[config.mk]
export PLATFORM = sky130hd
export DESIGN_NAME = modulo_agu
export DESIGN_NICKNAME = d
export VERILOG_FILES = /design/src/rtl/agu_pkg.sv /design/src/rtl/agu_cfg_regs.sv /design/src/rtl/agu_step_unit.sv /design/src/rtl/agu_addr_sel.sv /design/src/rtl/modulo_agu.sv
export SDC_FILE = /design/constraint.sdc
export NUM_CORES = 1
export LEC_CHECK = 0
export BUFFER_PORTS_ARGS = -buffer_cell sky130_fd_sc_hd__buf_2
export CAP_MARGIN = 25
export CORE_MARGIN = 2
export CORE_UTILIZATION = 55
export DETAILED_ROUTE_END_ITERATION = 12
export PLACE_DENSITY = 0.72
export SLEW_MARGIN = 20
export SYNTH_ARGS = -nofsm -noshare
export SYNTH_HDL_FRONTEND = slang
export SYNTH_SLANG_ARGS = --single-unit
[constraint.sdc]
create_clock -name clk -period 14.2 [get_ports clk]
set_clock_uncertainty 0.1 [all_clocks]
set_input_delay 2.84 -clock clk [delete_from_list [all_inputs] [get_ports clk]]
set_output_delay 2.84 -clock clk [all_outputs]
set_load 0.05 [all_outputs]
[src/rtl/agu_pkg.sv]
package agu_pkg;
  typedef enum logic [2:0] {
    M_DIRECT   = 3'd0,
    M_AR_IMM   = 3'd1,
    M_REG      = 3'd2,
    M_REG_IMM  = 3'd3,
    M_POST_INC = 3'd4,
    M_PRE_DEC  = 3'd5,
    M_AR_REG   = 3'd6,
    M_IDLE     = 3'd7
  } agu_mode_e;

  typedef enum logic [2:0] {
    S_LOWER = 3'd0,
    S_UPPER = 3'd1,
    S_LEN   = 3'd2,
    S_STRIDE= 3'd3,
    S_PTR   = 3'd4,
    S_CIRC  = 3'd5
  } agu_sel_e;
endpackage

[src/rtl/agu_cfg_regs.sv]
module agu_cfg_regs
  import agu_pkg::*;
#(
  parameter int AW = 16
) (
  input  logic          clk,
  input  logic          rst_n,
  input  logic          cfg_we,
  input  logic [2:0]    cfg_sel,
  input  logic [AW-1:0] cfg_data,
  output logic [AW-1:0] lower_q,
  output logic [AW-1:0] upper_q,
  output logic [AW-1:0] len_q,
  output logic [AW-1:0] stride_q,
  output logic          circ_q
);
  localparam logic [AW-1:0] STRIDE_RST = AW'(1);

  always_ff @(posedge clk or negedge rst_n) begin
    if (!rst_n) begin
      lower_q  <= '0;
      upper_q  <= '0;
      len_q    <= '0;
      stride_q <= STRIDE_RST;
      circ_q   <= 1'b0;
    end else if (cfg_we) begin
      case (agu_sel_e'(cfg_sel))
        S_LOWER:  lower_q  <= cfg_data;
        S_UPPER:  upper_q  <= cfg_data;
        S_LEN:    len_q    <= cfg_data;
        S_STRIDE: stride_q <= cfg_data;
        S_CIRC:   circ_q   <= cfg_data[0];
        default:  ;
      endcase
    end
  end
endmodule

[src/rtl/agu_step_unit.sv]
module agu_step_unit #(
  parameter int AW = 16
) (
  input  logic [AW-1:0] ar,
  input  logic [AW-1:0] lower,
  input  logic [AW-1:0] upper,
  input  logic [AW-1:0] len,
  input  logic [AW-1:0] stride,
  input  logic          circ,
  output logic [AW-1:0] ar_fwd,
  output logic [AW-1:0] ar_back,
  output logic          fwd_wrap,
  output logic          back_wrap
);
  // Distance tests avoid overflow of ar+stride and ar-stride.
  function automatic logic crosses_upper(input logic [AW-1:0] p, input logic [AW-1:0] hi,
                                         input logic [AW-1:0] s);
    logic [AW-1:0] room;
    room = hi - p;
    return room <= s;
  endfunction

  function automatic logic crosses_lower(input logic [AW-1:0] p, input logic [AW-1:0] lo,
                                         input logic [AW-1:0] s);
    logic [AW-1:0] room;
    room = p - lo;
    return room < s;
  endfunction

  always_comb begin
    fwd_wrap  = circ && crosses_upper(ar, upper, stride);
    back_wrap = circ && crosses_lower(ar, lower, stride);
    ar_fwd    = fwd_wrap  ? (ar + stride - len) : (ar + stride);
    ar_back   = back_wrap ? (ar - stride + len) : (ar - stride);
  end
endmodule

[src/rtl/agu_addr_sel.sv]
module agu_addr_sel
  import agu_pkg::*;
#(
  parameter int AW = 16
) (
  input  logic [2:0]    mode,
  input  logic [AW-1:0] imm,
  input  logic [AW-1:0] rf,
  input  logic [AW-1:0] ar,
  input  logic [AW-1:0] ar_fwd,
  input  logic [AW-1:0] ar_back,
  output logic [AW-1:0] addr,
  output logic          access,
  output logic          ptr_step,
  output logic [AW-1:0] ptr_next
);
  always_comb begin
    addr     = '0;
    access   = 1'b1;
    ptr_step = 1'b0;
    ptr_next = ar;
    case (agu_mode_e'(mode))
      M_DIRECT:   addr = imm;
      M_AR_IMM:   addr = ar + imm;
      M_REG:      addr = rf;
      M_REG_IMM:  addr = rf + imm;
      M_AR_REG:   addr = ar + rf;
      M_POST_INC: begin
        addr     = ar;
        ptr_step = 1'b1;
        ptr_next = ar_fwd;
      end
      M_PRE_DEC: begin
        addr     = ar_back;
        ptr_step = 1'b1;
        ptr_next = ar_back;
      end
      default:    access = 1'b0;
    endcase
  end
endmodule

[src/rtl/modulo_agu.sv]
module modulo_agu
  import agu_pkg::*;
#(
  parameter int AW = 16
) (
  input  logic          clk,
  input  logic          rst_n,
  input  logic          op_valid,
  input  logic [2:0]    op_mode,
  input  logic [AW-1:0] op_imm,
  input  logic [AW-1:0] op_reg,
  input  logic          cfg_we,
  input  logic [2:0]    cfg_sel,
  input  logic [AW-1:0] cfg_data,
  output logic          mem_en,
  output logic [AW-1:0] mem_addr,
  output logic [AW-1:0] ar_q
);
  logic [AW-1:0] lower_q, upper_q, len_q, stride_q;
  logic          circ_q;
  logic [AW-1:0] ar_fwd, ar_back, addr_c, ptr_next;
  logic          fwd_wrap, back_wrap, access_c, ptr_step;
  logic          fire, ptr_wr, ptr_move;

  agu_cfg_regs #(.AW(AW)) u_cfg (
    .clk(clk), .rst_n(rst_n), .cfg_we(cfg_we), .cfg_sel(cfg_sel), .cfg_data(cfg_data),
    .lower_q(lower_q), .upper_q(upper_q), .len_q(len_q), .stride_q(stride_q), .circ_q(circ_q)
  );

  agu_step_unit #(.AW(AW)) u_step (
    .ar(ar_q), .lower(lower_q), .upper(upper_q), .len(len_q), .stride(stride_q), .circ(circ_q),
    .ar_fwd(ar_fwd), .ar_back(ar_back), .fwd_wrap(fwd_wrap), .back_wrap(back_wrap)
  );

  agu_addr_sel #(.AW(AW)) u_sel (
    .mode(op_mode), .imm(op_imm), .rf(op_reg), .ar(ar_q), .ar_fwd(ar_fwd), .ar_back(ar_back),
    .addr(addr_c), .access(access_c), .ptr_step(ptr_step), .ptr_next(ptr_next)
  );

  // Named events for the checks below.
  assign fire     = op_valid && access_c;
  assign ptr_wr   = cfg_we && (cfg_sel == S_PTR);
  assign ptr_move = fire && ptr_step;

  always_ff @(posedge clk or negedge rst_n) begin
    if (!rst_n) begin
      ar_q <= '0;
    end else if (ptr_wr) begin
      ar_q <= cfg_data;
    end else if (ptr_move) begin
      ar_q <= ptr_next;
    end
  end

  always_ff @(posedge clk or negedge rst_n) begin
    if (!rst_n) begin
      mem_en   <= 1'b0;
      mem_addr <= '0;
    end else begin
      mem_en <= fire;
      if (fire) mem_addr <= addr_c;
    end
  end

  p_en_on_access_r9: assert property (@(posedge clk) disable iff (!rst_n)
    (op_valid && op_mode != M_IDLE) |=> mem_en);

  p_en_off_idle_r9: assert property (@(posedge clk) disable iff (!rst_n)
    !(op_valid && op_mode != M_IDLE) |=> (!mem_en && $stable(mem_addr)));

  p_ptr_hold_r2: assert property (@(posedge clk) disable iff (!rst_n)
    (!cfg_we && !(op_valid && (op_mode == M_POST_INC || op_mode == M_PRE_DEC))) |=> $stable(ar_q));

  p_post_uses_old_r4: assert property (@(posedge clk) disable iff (!rst_n)
    (op_valid && op_mode == M_POST_INC) |=> (mem_addr == $past(ar_q)));

  p_pre_uses_new_r5: assert property (@(posedge clk) disable iff (!rst_n)
    (op_valid && op_mode == M_PRE_DEC && !ptr_wr) |=> (mem_addr == ar_q));

  p_stay_in_window_r7: assert property (@(posedge clk) disable iff (!rst_n)
    (ptr_move && !cfg_we && circ_q && ar_q >= lower_q && ar_q < upper_q
     && len_q == upper_q - lower_q && stride_q <= len_q)
    |=> (ar_q >= $past(lower_q) && ar_q < $past(upper_q)));
endmodule

=== Word-level counts from Yosys, hierarchy flattened ===
Cells that the tools add are included.
W data, S select, Z words.

* Output and inout port bits: 33
* Bits of input ports: 58
* Logic and storage cells: 55
* Flip-flop bits (word level): 98

* $add $sub $neg: 9
* Reduce and logical (&&, ||, !) cells: 17
* Eq/ne operators: 11
* Order comparisons: 2
* Mux-type cells: 8

{| class="wikitable"
|+ Operator list
! operator !! count
|-
| $pmux W16 S7 || 1
|-
| $add A16 B16 Y16 || 5
|-
| $mux W16 || 4
|-
| $sub A16 B16 Y16 || 4
|-
| $pmux W16 S2 || 1
|-
| $le A16 B16 Y1 || 1
|-
| $lt A16 B16 Y1 || 1
|-
| $eq A3 B3 Y1 const B || 5
|-
| $eq A3 B2 Y1 const B || 4
|-
| $reduce_and A2 Y1 || 6
|-
| $reduce_or A7 Y1 || 1
|-
| $eq A3 B1 Y1 const B || 2
|-
| $logic_not A3 Y1 || 2
|-
| $logic_and A1 B1 Y1 || 5
|-
| $reduce_bool A3 Y1 || 1
|-
| $mux W1 || 2
|-
| $reduce_bool A2 Y1 || 1
|-
| $reduce_or A2 Y1 || 1
|}

=== Logic depth before layout (Yosys ltp) ===
* Depth after elaboration: 7
* Gate-level depth with buffers: 23
* Gate-level depth less buffers: 22

=== Modules after synthesis ===
Synthesis repeated with hierarchy kept, for this count alone.

* Cells, all modules: 1352
* Area total of the unflattened synthesis: 11760.0 um2

{| class="wikitable"
|+ By module, submodules not included
! module !! area each (um2) !! instances !! cells each !! sequential area each (um2)
|-
| agu_step_unit || 5073.6 || 1 || 705 || 0.0
|-
| agu_addr_sel || 2812.7 || 1 || 380 || 0.0
|-
| agu_cfg_regs || 2476.1 || 1 || 141 || 1627.8
|-
| modulo_agu || 1397.6 || 1 || 126 || 825.8
|}

=== Worst setup path before layout ===
Ideal clock, no wire load.

* Kind: input -> register
* Start point: in op_mode[2]
* End point: reg mem_addr[11]
* Stages: 16
* Setup time: 0.126 ns
* Required time: 13.974 ns
* Buffers on the path: 2
* Arrival time: 5.730 ns
* Path slack: 8.244 ns
* Cell sequence: clkbuf_1 nor2b_1 nand2_1 clkbuf_1 nor2_1 a21o_1 ha_1 a211o_1 a21oi_1 o21ai_0 a21oi_1 o21ai_0 a21oi_1 xor2_1 o221ai_1 o32a_1

* Word-level cells in the longest chain between the ends: 4
* Elaborated cells on any way between the ends: 11
* Classes of those cells: eq/ne (6); mux (2); reduce/logical (3)

{| class="wikitable"
|+ Ends and longest elaborated chain
! element !! line !! source
|-
| from (decl) || modulo_agu.sv:9 || <nowiki>input logic [2:0] op_mode,</nowiki>
|-
| $eq A3 B1 Y1, or another cell as far along || agu_addr_sel.sv:22 || <nowiki>case (agu_mode_e'(mode))</nowiki>
|-
| $reduce_or A7 Y1 (no source line) || n/a ||
|-
| $mux W1 || agu_addr_sel.sv:22 ||
|-
| $logic_and A1 B1 Y1 || modulo_agu.sv:41 || <nowiki>assign fire = op_valid && access_c;</nowiki>
|-
| to (signal assigned) || modulo_agu.sv:61 || <nowiki>if (fire) mem_addr <= addr_c;</nowiki>
|-
| to (decl) || modulo_agu.sv:16 || <nowiki>output logic [AW-1:0] mem_addr,</nowiki>
|}

Several ways; a longest one is shown, not always the timed one.
A chain may end at the register's enable or synchronous reset.

=== Worst setup path after layout ===
* Start point: in op_mode[2]
* End point: reg mem_addr[14]

Same word-level chain as after synthesis.

==> flow_metrics.py <==
metrics = {
    "worst_hold_path": {
        "hp-class": "reg2reg",
    },
    "worst_setup_path": {
        "timing.setup.critical_path_class": "in2reg",
        "crit_path_max_fanout": 31,
        "arrival_ps": 7010,
        "startpoint_type": "input port",
        "slowest_delay_ps": 530,
        "crit_required_ps": 14350,
        "critPathSlowestCell": "sky130_fd_sc_hd__buf_2",
        "crit_chain": "buf_2 > nor2b_1 > nand2_1 > o21ai_0 > ha_1 > inv_1 > fa_1 > nor2b_1 > o21a_1 > o21ai_0 > a21oi_1 > a211o_1 > a21oi_1 > xor2_1 > o221ai_1 > o32a_1",
        "endpoint_kind": "flip-flop",
    },
    "synth": {
        "post_synth_arst_share": 1.000,
        "net_count_synth": 1581,
        "count_of_mapped_cells_out_of_synthesis": 1363,
        "post-synth-top-area-cell": "sky130_fd_sc_hd__dfrtp_1",
        "synth_largest_type_area_fraction": 0.2199,
        "ys_top_cells_by_area": "sky130_fd_sc_hd__dfrtp_1 (22%), sky130_fd_sc_hd__ha_1 (17%), sky130_fd_sc_hd__xnor2_1 (5.9%)",
        "synth_area_mm2": 0.01104,
        "synth_edf_count": 0,
        "ys_seq_area_frac": 0.2223,
        "warning_count_from_the_yosys_run": 0,
        "postSynthRegisterBits": 98,
        "synth_flop_cell": "sky130_fd_sc_hd__dfrtp_1",
        "synth.lib_cells_used.distinct": 75,
        "syn_avg_cell_area_um2": 8.098,
    },
    "floorplan": {
        "die_x_um": 145.7,
        "placementRows": 51,
        "die_area_mm2": 0.02122,
        "chipHeight_um": 145.7,
        "io_pins": 91,
        "core_mm2": 0.01959,
        "initial_utilization": 0.5635,
    },
    "drt": {
        "route.detailed.vias_per_inst": 6.042,
        "postRouteWirelength_um": 31460,
        "drt_iter0_markers": 728,
        "final_ant_viol_nets": 0,
        "routed-via-count": 10271,
        "routedWlPerCell_um": 18.50,
        "drt_pre_antenna_iters": 5,
        "drcViolationCount": 0,
    },
    "timing": {
        "final_critical_path_required_period_ps": 6856,
        "hold_viol": 0,
        "max_slew.worst_pin.slew_ps": 925.1,
        "slew_headroom": 0.3800,
        "min_setup_slack_post_route_ps": 7344,
        "final.period_utilization": 0.4828,
        "grt_setup_unrepaired": "no",
        "count_of_endpoints_failing_setup_in_the_final_report": 0,
        "setup_tns_ps": 0,
        "fmaxAchievable_mhz": 145.9,
        "slew_viols_final": 0,
    },
    "layout": {
        "final_layout_size_suffix_gt1_frac": 0.1192,
        "area.growth.synth_to_final_pct": 8.932,
        "finalNetCount": 1648,
        "layout.filler_cells": 1787,
        "antenna_cells_inserted": 0,
    },
    "placement": {
        "numPortBuffers": 90,
        "dpl_ws_ps": 7035,
        "routabilityCongestion": 0.9766,
        "hpwlAfterDp_um": 25140,
    },
    "clocking": {
        "cts-resized-gates": 0,
        "cts_setup_buffers": 0,
        "cts_sinks": 98,
        "cts_made_buffers": 9,
        "cts_root_buffer": "sky130_fd_sc_hd__clkbuf_16",
        "clkTransAtPathRegs_ps": 70,
        "cts_max_path_buffers": 2,
        "insertion_delay_ps": 360,
        "tritoncts": "built",
        "htree_num_levels": 3,
        "ctsHoldBuffers": 0,
    },
    "grt": {
        "grt.met1_usage": 0.4014,
        "met2_usage": 0.4804,
        "grt_max_degree": 65,
        "grt_pass1_wl_um": 49650,
        "gr-max-usage-layer": "met2",
        "grtUsageTotal": 0.2927,
        "grt_antenna_before_repair": 0,
        "grt_pass1_vias": 9668,
        "grt_util_met3": 0.03103,
        "grt_remaining_overflow": 0,
    },
    "run": {
        "timing.max_cap.violations": 0,
    },
    "outcome": {
        "status": "complete, no violations",
    },
}
==> stage by stage <==
| step | hold slack (ps) | cell area [um^2] | instances | util |
|---|---|---|---|---|
| 2_1_floorplan | 384.9 | 11040 | 1363 | - |
| 3_3_place_gp | 371.7 | 11730 | 1684 | 0.5986 |
| 3_5_place_dp | 377.9 | 11730 | 1684 | 0.5986 |
| 4_1_cts | 394.7 | 12020 | 1700 | 0.6138 |
| 5_1_grt | 408.9 | 12020 | 1700 | 0.6138 |
| 6_report | 388.0 | 12020 | 1700 | 0.6138 |
==> placed cells by master, fill, tap and decap left out, drive strengths merged, types with 4 or more instances in the layout <==
cell and count:
a211o 5, a211oi 19, a21boi 6, a21o 28, a21oi 109, a221o 4
a221oi 5, a22oi 8, a31oi 17, and2 6, and3 12, buf 101
clkbuf 12, clkinv 4, dfrtp 97, fa 8, ha 152, inv 99
mux2 44, mux2i 25, nand2 121, nand2b 13, nand3 27, nand4 4
nor2 115, nor2b 26, nor3 27, o211ai 10, o21a 17, o21ai 121
o21bai 8, o221ai 8, o22ai 12, o31ai 11, o32a 4, or3 5
xnor2 74, xor2 30
==> cells by family after synthesis <==
family          synth area share
fa+ha+maj                 0.1868
buf+inv                  0.05203
compound gates            0.2366
xor+xnor                 0.08252
flops                     0.2223
simple gates              0.1522
mux                      0.06756
==> final timing paths <==
path	end	start	cells after the start	slack (ps)
max	mem_addr[14]$_DFFE_PN0P_	op_mode[2]	16	7340
min	mem_addr[15]$_DFFE_PN0P_	mem_addr[15]$_DFFE_PN0P_	1	390
max reg2reg	ar_q[8]$_DFFE_PN0P_	ar_q[2]$_DFFE_PN0P_	21	8000
min reg2reg	mem_addr[15]$_DFFE_PN0P_	mem_addr[15]$_DFFE_PN0P_	1	390
max in group asynchronous	u_cfg.lower_q[3]$_DFFE_PN0P_	rst_n	2	10420
min in group asynchronous	mem_en$_DFF_PN0_	rst_n	1	2320
==> cell usage after synthesis, drive strengths merged, types with 5 or more instances <==
cell type / count
o21ai: 121
a211oi: 19
nor2: 115
and2: 6
clkbuf: 34
nand2b: 13
buf: 11
a21boi: 6
fa: 8
o211ai: 10
o21a: 17
nor2b: 26
nand3: 27
a21o: 28
dfrtp: 97
mux2i: 25
o31ai: 11
a22oi: 8
o221ai: 8
a21oi: 109
and3: 12
o21bai: 8
a31oi: 17
a211o: 5
mux2: 44
xnor2: 74
o22ai: 12
a221oi: 5
nor3: 27
ha: 152
xor2: 30
or3: 5
inv: 99
nand2: 121
==> flip-flops by register name (all words and copies together) (netlist names) <==
register,count
u_cfg.circ_q,1
u_cfg.len_q,16
ar_q,16
u_cfg.upper_q,16
mem_en,1
mem_addr,16
u_cfg.lower_q,16
u_cfg.stride_q,16
==> worst max-delay path: cells and delay by family <==
kind,cells,cell delay [ps]
and+or+nand+nor,3,890
xor gates and xnor gates,1,140
adders and majority gates,2,680
buffers and inverters,2,600
AOI/OAI and AO/OA,8,1840
==> area by class of cell <==
| cell class | instances | area (um^2) | share of cell area |
|---|---|---|---|
| sequential | 98 | 2454 | 0.2041 |
| multi-input combinational | 1119 | 8026 | 0.6675 |
| timing repair buffer | 101 | 535.5 | 0.04454 |
| inverter | 101 | 379.1 | 0.03153 |
| tap | 265 | 331.6 | 0.02758 |
| clock inverter | 4 | 51.30 | 0.004266 |
| clock buffer | 12 | 246.5 | 0.02050 |
==> per-layer routing <==
layer  vias up  part of all wire
li1       5014                 -
met1      4818              0.46
met2       382              0.45
met3        57             0.062
met4         0             0.027
met5         -                 0
Power is not shown: default switching activity piles up to over one toggle a cycle in this logic, so the estimate is an artifact.
